`src/rtl/soft_ramp_pkg.sv`:
```
package soft_ramp_pkg;
  typedef enum logic [1:0] {
    ST_OFF  = 2'd0,
    ST_RISE = 2'd1,
    ST_RUN  = 2'd2,
    ST_FALL = 2'd3
  } pwrState_e;

  // strobes from the control FSM to the ramp/gate datapath
  typedef struct packed {
    logic incr;
    logic decr;
    logic clear;
    logic pass;
  } rampCmd_t;
endpackage

```
`src/rtl/soft_ramp_ctrl.sv`:
```
module soft_ramp_ctrl
  import soft_ramp_pkg::*;
(
  input  logic      clk,
  input  logic      rstN,
  input  logic      clkOk,
  input  logic      stepTick,
  input  logic      atMid,
  input  logic      atZero,
  output rampCmd_t  cmd,
  output pwrState_e state
);
  pwrState_e nextState;

  always_comb begin
    nextState = state;
    unique case (state)
      ST_OFF:  if (clkOk) nextState = ST_RISE;
      ST_RISE: begin
        if (!clkOk)     nextState = ST_FALL;
        else if (atMid) nextState = ST_RUN;
      end
      ST_RUN:  if (!clkOk) nextState = ST_FALL;
      ST_FALL: if (atZero) nextState = ST_OFF;
      default: nextState = ST_OFF;
    endcase
  end

  always_comb begin
    cmd.incr  = (state == ST_RISE) && clkOk && stepTick && !atMid;
    cmd.decr  = (state == ST_FALL) && stepTick && !atZero;
    cmd.clear = (state == ST_OFF);
    cmd.pass  = (state == ST_RUN);
  end

  always_ff @(posedge clk) begin
    if (!rstN) state <= ST_OFF;
    else       state <= nextState;
  end

  p_off_hold_r2: assert property (@(posedge clk) disable iff (!rstN)
    (state == ST_OFF && !clkOk) |=> state == ST_OFF);
  p_wake_r2: assert property (@(posedge clk) disable iff (!rstN)
    (state == ST_OFF && clkOk) |=> state == ST_RISE);
  p_loss_r7: assert property (@(posedge clk) disable iff (!rstN)
    ((state == ST_RISE || state == ST_RUN) && !clkOk) |=> state == ST_FALL);
  p_fall_done_r9: assert property (@(posedge clk) disable iff (!rstN)
    (state == ST_FALL && atZero) |=> state == ST_OFF);
  p_no_dual_strobe_r4: assert property (@(posedge clk) disable iff (!rstN)
    !(cmd.incr && cmd.decr));
endmodule

```
`src/rtl/soft_ramp_dp.sv`:
```
module soft_ramp_dp
  import soft_ramp_pkg::*;
#(
  parameter int LVL_W    = 8,
  parameter int SAMPLE_W = 24
) (
  input  logic                clk,
  input  logic                rstN,
  input  rampCmd_t            cmd,
  input  logic [SAMPLE_W-1:0] sampleIn,
  output logic [LVL_W-1:0]    level,
  output logic                atMid,
  output logic                atZero,
  output logic [SAMPLE_W-1:0] sampleOut
);
  localparam logic [LVL_W-1:0] MID_LVL = LVL_W'(1) << (LVL_W - 1);

  always_ff @(posedge clk) begin
    if (!rstN || cmd.clear) level <= '0;
    else if (cmd.incr)      level <= level + LVL_W'(1);
    else if (cmd.decr)      level <= level - LVL_W'(1);
  end

  assign atMid     = (level == MID_LVL);
  assign atZero    = (level == '0);
  assign sampleOut = cmd.pass ? sampleIn : '0;

  p_never_above_mid_r5: assert property (@(posedge clk) disable iff (!rstN)
    level <= MID_LVL);
  p_mute_r6: assert property (@(posedge clk) disable iff (!rstN)
    !cmd.pass |-> sampleOut == '0);
endmodule

```
`src/rtl/soft_ramp_seq.sv`:
```
module soft_ramp_seq
  import soft_ramp_pkg::*;
#(
  parameter int LVL_W    = 8,
  parameter int SAMPLE_W = 24
) (
  input  logic                clk,
  input  logic                rstN,
  input  logic                clkOk,
  input  logic                stepTick,
  input  logic [SAMPLE_W-1:0] sampleIn,
  output logic                clampEn,
  output logic                pathEn,
  output logic [LVL_W-1:0]    rampLevel,
  output logic [1:0]          pwrState,
  output logic [SAMPLE_W-1:0] sampleOut
);
  localparam logic [LVL_W-1:0] MID_LVL = LVL_W'(1) << (LVL_W - 1);

  rampCmd_t  cmd;
  pwrState_e state;
  logic      atMid, atZero;

  soft_ramp_ctrl u_ctrl (
    .clk(clk), .rstN(rstN), .clkOk(clkOk), .stepTick(stepTick),
    .atMid(atMid), .atZero(atZero), .cmd(cmd), .state(state)
  );

  soft_ramp_dp #(.LVL_W(LVL_W), .SAMPLE_W(SAMPLE_W)) u_dp (
    .clk(clk), .rstN(rstN), .cmd(cmd), .sampleIn(sampleIn),
    .level(rampLevel), .atMid(atMid), .atZero(atZero), .sampleOut(sampleOut)
  );

  assign clampEn  = (state == ST_OFF);
  assign pathEn   = cmd.pass;
  assign pwrState = state;

  p_clamp_level_r3: assert property (@(posedge clk) disable iff (!rstN)
    clampEn |-> rampLevel == '0);
  p_rise_step_r4: assert property (@(posedge clk) disable iff (!rstN)
    (state == ST_RISE && clkOk && stepTick && rampLevel != MID_LVL)
      |=> rampLevel == $past(rampLevel) + LVL_W'(1));
  p_run_level_r5: assert property (@(posedge clk) disable iff (!rstN)
    (state == ST_RUN) |-> rampLevel == MID_LVL);
  p_run_only_r6: assert property (@(posedge clk) disable iff (!rstN)
    pathEn |-> state == ST_RUN);
  p_loss_hold_r7: assert property (@(posedge clk) disable iff (!rstN)
    ((state == ST_RISE || state == ST_RUN) && !clkOk) |=> $stable(rampLevel));
  p_fall_step_r8: assert property (@(posedge clk) disable iff (!rstN)
    (state == ST_FALL && stepTick && rampLevel != '0)
      |=> rampLevel == $past(rampLevel) - LVL_W'(1));
endmodule

```
`config.mk`:
```
export PLATFORM = sky130hd
export DESIGN_NAME = soft_ramp_seq
export DESIGN_NICKNAME = d
export VERILOG_FILES = /design/src/rtl/soft_ramp_pkg.sv /design/src/rtl/soft_ramp_ctrl.sv /design/src/rtl/soft_ramp_dp.sv /design/src/rtl/soft_ramp_seq.sv
export SDC_FILE = /design/constraint.sdc
export NUM_CORES = 1
export LEC_CHECK = 0
export ABC_CLOCK_PERIOD_IN_PS = 2860
export BUFFER_PORTS_ARGS = -buffer_cell sky130_fd_sc_hd__buf_2
export CORE_MARGIN = 3
export CORE_UTILIZATION = 43
export CTS_BUF_LIST = sky130_fd_sc_hd__clkbuf_2
export CTS_CLUSTER_DIAMETER = 80
export CTS_CLUSTER_SIZE = 12
export DETAILED_ROUTE_END_ITERATION = 8
export PLACE_DENSITY = 0.82
export REMOVE_ABC_BUFFERS = 1
export SLEW_MARGIN = 20
export SYNTH_ARGS = -nofsm -noshare
export SYNTH_HDL_FRONTEND = slang
export SYNTH_SLANG_ARGS = --single-unit
```
`constraint.sdc`:
```
create_clock -name clk -period 2.86 [get_ports clk]
set_input_delay 0 -clock clk [delete_from_list [all_inputs] [get_ports clk]]
set_output_delay 0 -clock clk [all_outputs]
set_load 0.01 [all_outputs]
```
==> flow_summary.toml <==
[run_status]
result_of_the_run = "finished, final reports clean"

[worst_setup_path]
worst_setup_path_endpoint = "u_dp.level[7]"
setup.worst_path.class = "reg -> reg"
timing.rr.end = "u_dp.level[7]"
required_ns = 3.06
worst-r2r-setup-slack_ns = 0.27
end_kind = "flop"
worst_setup_path_start_kind = "flop"
reg2reg_from = "u_ctrl.state[1]"
worst_r2r_path_depth = 11
arrival_ns = 2.79
worst-path-max-fanout = 7
critical_path.startpoint = "u_ctrl.state[1]"

[floorplan]
placement_rows = 16
initial_core_util = 0.4681
die_width_um = 53.15
die_area_mm2 = 0.002825
core-area_mm2 = 0.002042
die_height_um = 53.15
floorplan.io_pins = 64

[logic_synthesis]
synth_top_flop_cell = "sky130_fd_sc_hd__dfxtp_1"
synth_area_leader_cell = "sky130_fd_sc_hd__dfxtp_1"
seq_area_frac_synth = 0.2094
synth.area.top_cells = "sky130_fd_sc_hd__dfxtp_1 21%, sky130_fd_sc_hd__and2_1 16%, sky130_fd_sc_hd__ha_1 13%"
syn-instance-count = 117
asyncSetResetFlopFracSynth = 0
synth_area_per_cell_um2 = 8.170
syn_area_um2 = 955.9
synth_cell_types = 33
synth.ff_latch_count = 10
synth_edf_count = 0
ys.warnings.count = 0
synth_top_cell_area_share = 0.2094

[global_route]
antenna_found_initial = 0
vias_in_the_first_global_route = 916
gr-total-overflow = 0
grt.total_usage = 0.1843
maximum_number_of_pins_on_one_net_before_global_route_repair = 27
global_route_wire_length_before_repair_um = 3864

[power]
ir_drop_v = 0.0004359
power_leakage_nw = 0.7238
power-per-cell-area_mw_per_mm2 = 521.0

[cells_and_area]
layout_cells_sized_above_1 = 0.3956
fin_nets = 222
finalInstanceArea_mm2 = 0.001336
layout-area-overhead-vs-synth_pct = 39.79
antenna-diode-count = 0
n_fill_cell = 178

[routing]
first_pass_iters = 2
postRouteWirelength_um = 2630
post_detailed_route_wirelength_per_cell_um = 12.58
via_count = 1026
route.detailed.drc = 0
dr.first_iter.drc_count = 8
detail_route.vias_per_cell = 4.909
drtAntennaViolNets = 0

[timing]
final_setup_fails = 0
setup_repair_after_global_routing_missed_its_margin = "false"
finalCritPeriodShare = 0.9042
max_slew.worst_pin.slew_ns = 0.5875
slew_violations = 0
clock-skew-final_ns = 0.001059
fmax_mhz = 386.7
setup-tns-final_ns = 0
finalWorstPathRequiredPeriod_ns = 2.586
finalHoldWorstSlack_ns = 0.05100
hold_viol_final = 0
timing.slew.headroom = 0.6083

[place]
place_area_mm2 = 0.001296
place.gp.congestion = 0.8325
place.detailed.hpwl_um = 2147
port_buffers = 63

[clocking]
cts-root-to-sink-buffers = 2
cts.root.buffer_cell = "sky130_fd_sc_hd__clkbuf_2"
cts.htree.levels = 1
cts_tree = "done"
cts_buffers = 3
clock_sinks = 10
clock_pin_transition_on_the_worst_setup_and_hold_timing_paths_ns = 0.09
clock_latency_ns = 0.26

[run]
drv.max_cap_violation_count = 0

[hold_path]
holdCritPathClass = "in -> reg"
[synthesized netlist by cell type (2+ instances only)]
library cell                n
sky130_fd_sc_hd__o31ai_1    4
sky130_fd_sc_hd__o211ai_1   3
sky130_fd_sc_hd__nand2_1    8
sky130_fd_sc_hd__nand2b_1   2
sky130_fd_sc_hd__nand3_1    4
sky130_fd_sc_hd__nand4_1    2
sky130_fd_sc_hd__or3_1      2
sky130_fd_sc_hd__a21oi_1    7
sky130_fd_sc_hd__nor2b_1    2
sky130_fd_sc_hd__o21a_1     2
sky130_fd_sc_hd__nor3_1     2
sky130_fd_sc_hd__inv_1      3
sky130_fd_sc_hd__and2_1    24
sky130_fd_sc_hd__clkbuf_1   2
sky130_fd_sc_hd__nor2_1     7
sky130_fd_sc_hd__dfxtp_1   10
sky130_fd_sc_hd__ha_1      10
sky130_fd_sc_hd__xor2_1     3
sky130_fd_sc_hd__xnor2_1    2
sky130_fd_sc_hd__o21ai_0    2
sky130_fd_sc_hd__mux2i_1    4
[registers in the layout, indices dropped and copies added (netlist names)]
register / cells
u_ctrl.state: 2
u_dp.level: 8
[worst min-delay path by stage]
stage | start | endpoint | cells after the start
6_report | stepTick | u_dp.level[7] | 3
3_5_place_dp | rstN | u_ctrl.state[0] | 2
2_1_floorplan | rstN | u_ctrl.state[0] | 1
4_1_cts | stepTick | u_dp.level[7] | 3
3_3_place_gp | rstN | u_ctrl.state[0] | 2
5_1_grt | stepTick | u_dp.level[7] | 3
[power breakdown]
| part | switching [mW] | internal (mW) |
|---|---|---|
| sequential | 0.0198 | 0.153 |
| combinational | 0.250 | 0.194 |
| clock | 0.0488 | 0.0304 |
[kinds of logic after synthesis]
kind of cell | synth area share
multiplexers | 0.05367
XOR/XNOR | 0.04582
adder cells (fa/ha/maj) | 0.1518
buffers and inverters | 0.02879
AND/OR/NAND/NOR | 0.3442
AO/OA/AOI/OAI | 0.1662
flip-flops | 0.2094
[critical path, cell delays in order (launching register included)]
cell and delay, ns:
sky130_fd_sc_hd__dfxtp_1 0.37, sky130_fd_sc_hd__inv_1 0.10, sky130_fd_sc_hd__ha_1 0.16, sky130_fd_sc_hd__nand2_1 0.11, sky130_fd_sc_hd__a31oi_4 0.24, sky130_fd_sc_hd__nand2_2 0.17
sky130_fd_sc_hd__ha_1 0.31, sky130_fd_sc_hd__a21o_1 0.17, sky130_fd_sc_hd__a21oi_1 0.25, sky130_fd_sc_hd__o31ai_1 0.18, sky130_fd_sc_hd__or3_1 0.37, sky130_fd_sc_hd__nand4_1 0.09
[routing by layer]
metal / vias up / routed length, um / global-route usage
li1: 541 / - / -
met1: 455 / 1075 / 0.1888
met2: 28 / 1386 / 0.3595
met3: 2 / 157 / 0.05634
met4: 0 / 10 / 0.03830
met5: - / 0 / 0
[layout make-up]
type	instances	area (um^2)	area share
multi-input combinational	100	739.5	0.5534
timing repair buffer	65	332.8	0.2491
sequential	10	200.2	0.1498
tap	27	33.78	0.02528
clock buffer	3	15.01	0.01124
inverter	3	11.26	0.008427
clock inverter	1	3.754	0.002809
[per-stage QoR]
stage,std cells,util,power (mW),worst slack [ns]
floorplan,113,-,0.4547,0.3752
global placement,204,0.6348,0.5980,0.2829
detailed placement,204,0.6348,0.6147,0.1596
CTS,209,0.6489,0.6969,0.1446
global route,209,0.6544,0.7578,0.06913
finish,209,0.6544,0.6962,0.2740
[cells in the final DEF (no fill, tap or decap), drive strengths merged, types with 3 or more instances in the layout]
master | Yosys | layout
a21oi | 7 | 7
and2 | 24 | 24
buf | 2 | 64
clkbuf | 2 | 3
dfxtp | 10 | 10
ha | 10 | 10
inv | 3 | 3
mux2i | 4 | 4
nand2 | 8 | 8
nand3 | 4 | 4
nor2 | 7 | 7
o211ai | 3 | 3
o21a | 3 | 3
o31ai | 4 | 4
xor2 | 3 | 3
[what timing repair did]
item                       4_1_cts  5_1_grt
gates resized for setup          0        2
hold buffers                     1        0
hold endpoints to repair         1        0
setup buffers                    0        0
setup endpoints to repair        0        3
Power figures use the tool's default switching activity.
